### config.mk
export PLATFORM = sky130hd
export DESIGN_NAME = disp_bus_slave
export DESIGN_NICKNAME = d
export VERILOG_FILES = /design/src/rtl/disp_bus_pkg.sv /design/src/rtl/disp_bus_sync.sv /design/src/rtl/disp_bus_fsm.sv /design/src/rtl/disp_bus_dpath.sv /design/src/rtl/disp_bus_slave.sv
export SDC_FILE = /design/constraint.sdc
export NUM_CORES = 1
export LEC_CHECK = 0
export ABC_AREA = 1
export BUFFER_PORTS_ARGS = -buffer_cell sky130_fd_sc_hd__buf_2
export CORE_ASPECT_RATIO = 1.25
export CORE_MARGIN = 10
export CORE_UTILIZATION = 53
export CTS_CLUSTER_SIZE = 28
export DETAILED_ROUTE_END_ITERATION = 16
export PLACE_DENSITY = 0.84
export SYNTH_ARGS = -nofsm -noshare
export SYNTH_HDL_FRONTEND = slang
export SYNTH_SLANG_ARGS = --single-unit
### constraint.sdc
create_clock -name clk -period 3.6 [get_ports clk]
set_clock_uncertainty 0.1 [all_clocks]
set_input_delay 0.18 -clock clk [delete_from_list [all_inputs] [get_ports clk]]
set_output_delay 0.18 -clock clk [all_outputs]
set_load 0.005 [all_outputs]
### src/rtl/disp_bus_pkg.sv
package disp_bus_pkg;

    typedef enum logic [1:0] {
        ST_IDLE   = 2'd0,
        ST_ACTIVE = 2'd1,
        ST_FETCH  = 2'd2
    } bus_state_t;

    typedef struct packed {
        logic       cs_n;
        logic       rw_n;
        logic       e;
        logic       dc;
        logic [7:0] data;
    } bus_smp_t;

    localparam int SMP_W = $bits(bus_smp_t);

endpackage

### src/rtl/disp_bus_sync.sv
module disp_bus_sync #(
    parameter int                 WIDTH     = 12,
    parameter int                 STAGES    = 2,
    parameter logic [WIDTH-1:0]   RESET_VAL = '0
) (
    input  logic             clk,
    input  logic             rst_n,
    input  logic [WIDTH-1:0] async_in,
    output logic [WIDTH-1:0] sync_out
);

    genvar b;
    generate
        for (b = 0; b < WIDTH; b++) begin : g_bit
            logic [STAGES-1:0] chain_q;
            always_ff @(posedge clk or negedge rst_n) begin
                if (!rst_n) begin
                    chain_q <= {STAGES{RESET_VAL[b]}};
                end else begin
                    chain_q <= {chain_q[STAGES-2:0], async_in[b]};
                end
            end
            assign sync_out[b] = chain_q[STAGES-1];
        end
    endgenerate

endmodule

### src/rtl/disp_bus_fsm.sv
module disp_bus_fsm
    import disp_bus_pkg::*;
(
    input  logic     clk,
    input  logic     rst_n,
    input  bus_smp_t smp,
    output logic     do_ram_wr,
    output logic     do_cmd_wr,
    output logic     do_ram_rd,
    output logic     fetch_cap,
    output logic     doe
);

    bus_state_t state_q, state_d;
    logic       e_prev_q;
    logic       e_fall;
    logic       e_rise;

    assign e_fall = e_prev_q & ~smp.e;
    assign e_rise = ~e_prev_q & smp.e;

    always_ff @(posedge clk or negedge rst_n) begin
        if (!rst_n) begin
            state_q  <= ST_IDLE;
            e_prev_q <= 1'b0;
        end else begin
            state_q  <= state_d;
            e_prev_q <= smp.e;
        end
    end

    always_comb begin
        state_d = state_q;
        unique case (state_q)
            ST_IDLE: begin
                if (e_rise && !smp.cs_n) state_d = ST_ACTIVE;
            end
            ST_ACTIVE: begin
                if (smp.cs_n) begin
                    state_d = ST_IDLE;
                end else if (e_fall) begin
                    state_d = (smp.rw_n && smp.dc) ? ST_FETCH : ST_IDLE;
                end
            end
            ST_FETCH: state_d = ST_IDLE;
            default:  state_d = ST_IDLE;
        endcase
    end

    always_comb begin
        do_ram_wr = 1'b0;
        do_cmd_wr = 1'b0;
        do_ram_rd = 1'b0;
        fetch_cap = 1'b0;
        doe       = 1'b0;
        unique case (state_q)
            ST_IDLE: ;
            ST_ACTIVE: begin
                doe = smp.rw_n & ~smp.cs_n & smp.e;
                if (e_fall && !smp.cs_n) begin
                    do_ram_wr = ~smp.rw_n &  smp.dc;
                    do_cmd_wr = ~smp.rw_n & ~smp.dc;
                    do_ram_rd =  smp.rw_n &  smp.dc;
                end
            end
            ST_FETCH: fetch_cap = 1'b1;
            default: ;
        endcase
    end

    AST_WR_PULSE: assert property (@(posedge clk) disable iff (!rst_n)
        do_ram_wr |=> !do_ram_wr);
    AST_CMD_PULSE: assert property (@(posedge clk) disable iff (!rst_n)
        do_cmd_wr |=> !do_cmd_wr);
    AST_DOE_NO_WRITE: assert property (@(posedge clk) disable iff (!rst_n)
        doe |-> !do_ram_wr && !do_cmd_wr);
    AST_FETCH_AFTER_RD: assert property (@(posedge clk) disable iff (!rst_n)
        fetch_cap |-> $past(do_ram_rd));

endmodule

### src/rtl/disp_bus_dpath.sv
module disp_bus_dpath #(
    parameter int               ADDR_W    = 8,
    parameter int               DATA_W    = 8,
    parameter logic [DATA_W-1:0] ADDR_CMD = 8'h15,
    parameter logic [DATA_W-1:0] DUMMY    = '0
) (
    input  logic              clk,
    input  logic              rst_n,
    input  logic              do_ram_wr,
    input  logic              do_cmd_wr,
    input  logic              do_ram_rd,
    input  logic              fetch_cap,
    input  logic [DATA_W-1:0] bus_byte,
    input  logic [DATA_W-1:0] ram_rdata,
    output logic [ADDR_W-1:0] addr,
    output logic [DATA_W-1:0] rd_buf
);

    logic              arm_q;
    logic              load;
    logic [ADDR_W-1:0] addr_q;
    logic [DATA_W-1:0] buf_q;

    assign load = do_cmd_wr & arm_q;

    always_ff @(posedge clk or negedge rst_n) begin
        if (!rst_n) begin
            arm_q <= 1'b0;
        end else if (do_cmd_wr) begin
            arm_q <= arm_q ? 1'b0 : (bus_byte == ADDR_CMD);
        end
    end

    always_ff @(posedge clk or negedge rst_n) begin
        if (!rst_n) begin
            addr_q <= '0;
        end else if (load) begin
            addr_q <= bus_byte[ADDR_W-1:0];
        end else if (do_ram_wr || do_ram_rd) begin
            addr_q <= addr_q + 1'b1;
        end
    end

    always_ff @(posedge clk or negedge rst_n) begin
        if (!rst_n) begin
            buf_q <= DUMMY;
        end else if (load) begin
            buf_q <= DUMMY;
        end else if (fetch_cap) begin
            buf_q <= ram_rdata;
        end
    end

    assign addr   = addr_q;
    assign rd_buf = buf_q;

    AST_ADDR_STEP: assert property (@(posedge clk) disable iff (!rst_n)
        (do_ram_wr || do_ram_rd) |=> addr_q == $past(addr_q) + 1'b1);
    AST_DUMMY_LOAD: assert property (@(posedge clk) disable iff (!rst_n)
        load |=> buf_q == DUMMY);
    AST_ADDR_HOLD: assert property (@(posedge clk) disable iff (!rst_n)
        !(do_ram_wr || do_ram_rd || do_cmd_wr) |=> $stable(addr_q));

endmodule

### src/rtl/disp_bus_slave.sv
module disp_bus_slave
    import disp_bus_pkg::*;
#(
    parameter int ADDR_W = 8
) (
    input  logic              clk,
    input  logic              rst_n,
    input  logic              bus_cs_n,
    input  logic              bus_rw_n,
    input  logic              bus_e,
    input  logic              bus_dc,
    input  logic [7:0]        bus_din,
    output logic [7:0]        bus_dout,
    output logic              bus_doe,
    output logic              cmd_valid,
    output logic [7:0]        cmd_data,
    output logic              ram_we,
    output logic [ADDR_W-1:0] ram_waddr,
    output logic [7:0]        ram_wdata,
    output logic              ram_re,
    output logic [ADDR_W-1:0] ram_raddr,
    input  logic [7:0]        ram_rdata,
    input  logic [7:0]        status_in
);

    localparam logic [SMP_W-1:0] SMP_RST = {1'b1, 1'b1, 1'b0, 1'b0, 8'h00};

    bus_smp_t          smp;
    logic [SMP_W-1:0]  smp_bits;
    logic              do_ram_wr, do_cmd_wr, do_ram_rd, fetch_cap, doe;
    logic [ADDR_W-1:0] addr;
    logic [7:0]        rd_buf;

    disp_bus_sync #(.WIDTH(SMP_W), .STAGES(2), .RESET_VAL(SMP_RST)) u_sync (
        .clk      (clk),
        .rst_n    (rst_n),
        .async_in ({bus_cs_n, bus_rw_n, bus_e, bus_dc, bus_din}),
        .sync_out (smp_bits)
    );

    assign smp = bus_smp_t'(smp_bits);

    disp_bus_fsm u_fsm (
        .clk       (clk),
        .rst_n     (rst_n),
        .smp       (smp),
        .do_ram_wr (do_ram_wr),
        .do_cmd_wr (do_cmd_wr),
        .do_ram_rd (do_ram_rd),
        .fetch_cap (fetch_cap),
        .doe       (doe)
    );

    disp_bus_dpath #(.ADDR_W(ADDR_W), .DATA_W(8)) u_dpath (
        .clk       (clk),
        .rst_n     (rst_n),
        .do_ram_wr (do_ram_wr),
        .do_cmd_wr (do_cmd_wr),
        .do_ram_rd (do_ram_rd),
        .fetch_cap (fetch_cap),
        .bus_byte  (smp.data),
        .ram_rdata (ram_rdata),
        .addr      (addr),
        .rd_buf    (rd_buf)
    );

    assign bus_doe   = doe;
    assign bus_dout  = smp.dc ? rd_buf : status_in;
    assign cmd_valid = do_cmd_wr;
    assign cmd_data  = smp.data;
    assign ram_we    = do_ram_wr;
    assign ram_wdata = smp.data;
    assign ram_waddr = addr;
    assign ram_re    = do_ram_rd;
    assign ram_raddr = addr;

    AST_NO_DRIVE_DESELECTED: assert property (@(posedge clk) disable iff (!rst_n)
        bus_doe |-> !smp.cs_n && smp.rw_n);
    AST_NO_SIMUL_ACCESS: assert property (@(posedge clk) disable iff (!rst_n)
        !(ram_we && ram_re));

endmodule

==> impl_metrics.csv <==
group,metric,value,unit
synth,synthesis.area,0.00210,mm²
place,pre_cts_ws,1.91,ns
synth,yosys_warnings,0,
power_and_ir_drop,p_total,0.968,mW
critical_path,worstPathArrival,1.59,ns
die,die_x,76.3,µm
clocking,clk_path_buf_depth,2,
place,detailed_place_hpwl,3.42,mm
final_layout,finalCoreUtilization,66.2,%
sta,slew_viol_final,0,
power_and_ir_drop,irDropWorstVdd,0.295,mV
clocking,root_buffer,"clkbuf_8",
detailed_routing,remaining_drc_errors,0,
sta,holdWs,0.0923,ns
critical_path,worstSetupPathType,"flip-flop to output pin",
global_routing,grt_antenna_before_repair,0,
die,core,0.00382,mm²
detailed_routing,avgViaCountPerCell,4.61,
detailed_routing,wl_per_cell,12.6,µm
synth,ys_async_sr_fraction,100,%
clocking,htreeDepth,2,
synth,synth_nets,271,
critical_path,cp.required,3.32,ns
synth,synth_most_common_cell,"nand2_1",
synth,yosys-top-cells-count,"nand2_1, dfrtp_1, inv_1",
die,die_h,90.3,µm
sta,fmax,536,MHz
detailed_routing,ant_nets,0,
critical_path,crit_path_end_kind,"output pin",
global_routing,grt_start_max_net_pins,45,
die,std_cell_rows,25,
clocking,clk_latency,0.29,ns
sta,setup_violations,0,
place,gp_congestion,0.817,
detailed_routing,firstDrtPassIters,4,
die,start_util,55.0,%
clocking,cts_tree,"done",
synth,synth_top_area_share,47.7,%
synth,synth_top_flop_cell,"dfrtp_1",
detailed_routing,route.vias.total,1650,
synth,netlist-cell-type-count,26,
synth,synth_edf_count,0,
critical_path,cp-start-kind,"flip-flop",
sta,hold_viol_final,0,
sta,rsz0062_at_grt,"no",
synth,ys_ff_latch,44,
sta,slew_headroom,37.1,%
detailed_routing,drt_wl_total,4.51,mm
power_and_ir_drop,power_leakage,1.43,nW
global_routing,grt.overflow.total,0,
sta,tightestPinTransition,0.944,ns
global_routing,grt_pass1_vias,1766,
final_layout,insertedDiodeCount,0,
final_layout,nets,334,
die,boundaryPins,74,
synth,yosysSeqAreaShare,52.7,%
global_routing,grt_pass1_wl,7.90,mm
final_layout,drive_gt1_share,30.9,%
power_and_ir_drop,power_density,383,mW/mm²
sta,post-route-min-period,1.87,ns
sta,fin_setup_tns,0,ns
critical_path,reg2reg_depth,7,
critical_path,cp_max_fo,11,
synth,synthTopCellsByArea,"dfrtp_1, nand2_1, buf_4, inv_1, dfstp_2",
clocking,clkTransAtPathRegs,0.08,ns
detailed_routing,drt_iter0_drc,112,
die,die_area,0.00689,mm²
place,io_buffer_count,73,
run_status,status,"finished, final reports clean",
clocking,cts_made_buffers,5,
final_layout,fillers,338,
sta,finalCritPeriodShare,51.8,%
final_layout,synthToLayoutAreaGrowth,20.5,%
worst_hold_path,whs_path_depth,5,
synth,synthCells,240,
worst_hold_path,hold_class,"primary input to flip-flop",
synth,avgSynthCellArea,8.74,µm²
synth,synth_largest_area_cell,"dfrtp_1",
job,max-cap-violations,0,
clocking,postCtsSetupRepairBufs,0,
clocking,cts_sinks,44,
sta,fin_ws,1.73,ns
global_routing,grt_usage,13.6,%
-- through the flow --
step	cells	instance area, µm²
after global routing	358	2530
after floorplan	240	2100
after detailed placement	337	2310
after global placement	337	2310
after CTS	358	2530
final	358	2530
-- flip-flops by register name, summed over array words and instances, names as in the netlist --
| name | count |
|---|---|
| u_dpath.addr | 8 |
| u_dpath.arm_q | 1 |
| u_dpath.rd_buf | 8 |
| u_sync.g_bit.chain_q | 24 |
| u_fsm.state_q | 2 |
| u_fsm.e_prev_q | 1 |
-- power by group --
| part | switching, mW | internal (mW) |
|---|---|---|
| Sequential | 0.0193 | 0.525 |
| Clock | 0.164 | 0.138 |
| Combinational | 0.0631 | 0.0587 |
| Total | 0.247 | 0.721 |
-- worst paths after layout --
path	start	end	slack (ns)
worst min register to register	u_sync.g_bit[6].chain_q[0]$_DFF_PN0_	u_sync.g_bit[6].chain_q[1]$_DFF_PN0_	0.25
worst min-delay path	ram_rdata[2]	u_dpath.rd_buf[2]$_DFFE_PN0P_	0.09
min in group asynchronous	rst_n	u_sync.g_bit[3].chain_q[0]$_DFF_PN0_	0.47
max in group asynchronous	rst_n	u_dpath.rd_buf[1]$_DFFE_PN0P_	2.35
worst max-delay path	u_sync.g_bit[10].chain_q[1]$_DFF_PN1_	ram_re	1.73
worst max register to register	u_sync.g_bit[8].chain_q[1]$_DFF_PN0_	u_dpath.addr[5]$_DFFE_PN0P_	1.89
-- worst max-delay path, stage by stage, from the launching register on --
cell     delay (ns)
dfstp_2        0.55
nand2_1        0.06
nor2_1         0.10
nand3_1        0.34
inv_1          0.12
buf_2          0.12
-- repair_timing --
action | 4_1_cts | 5_1_grt
gates resized for setup | 0 | 0
hold buffers | 13 | 0
endpoints found under the hold margin | 52 | 0
-- logic make-up after synthesis --
kind of cell	synth area share, %
simple gates	23.7
buf+inv	16.7
flops	52.7
compound gates	5.07
xor+xnor	1.25
fa+ha+maj	0.596
-- layout make-up --
class	count	area, µm²	area share, %
inverter	34	128	5.05
clock buffer	6	72.6	2.87
sequential	44	1110	43.8
multi-input combinational	132	642	25.4
tap	54	67.6	2.67
timing repair buffer	86	495	19.6
clock inverter	2	16.3	0.644
-- layer usage --
layer	vias to the layer above	GRT usage [%]	share of wire, %
met2	46	24.1	51
met5	-	0	0
li1	843	-	-
met4	0	4.81	1.3
met3	6	5.98	8.0
met1	755	13.8	39
-- placed cells by master (no fill, tap or decap) --
cell           Yosys  layout
inv_1             32      32
dfstp_2            4       4
clkbuf_8           0       5
xnor2_1            2       2
dlygate4sd3_1      0      13
dfrtp_1           40      40
inv_2              2       2
nand3_4            1       1
and2_4             1       1
clkbuf_1           2       1
buf_2              1      73
nor2_1            10      10
a21oi_1            1       1
clkinvlp_4         0       1
nor2_4             2       2
o41ai_1            1       1
xor2_1             1       1
nand2_2            3       3
nand2_1           63      63
nand4_1            5       5
o21ai_0           17      17
clkinv_4           0       1
nand3_1           20      20
nand3_2            1       1
nand3b_1           1       1
o21bai_1           1       1
ha_1               1       1
nor4_1             1       1
Power figures use the tool's default switching activity.
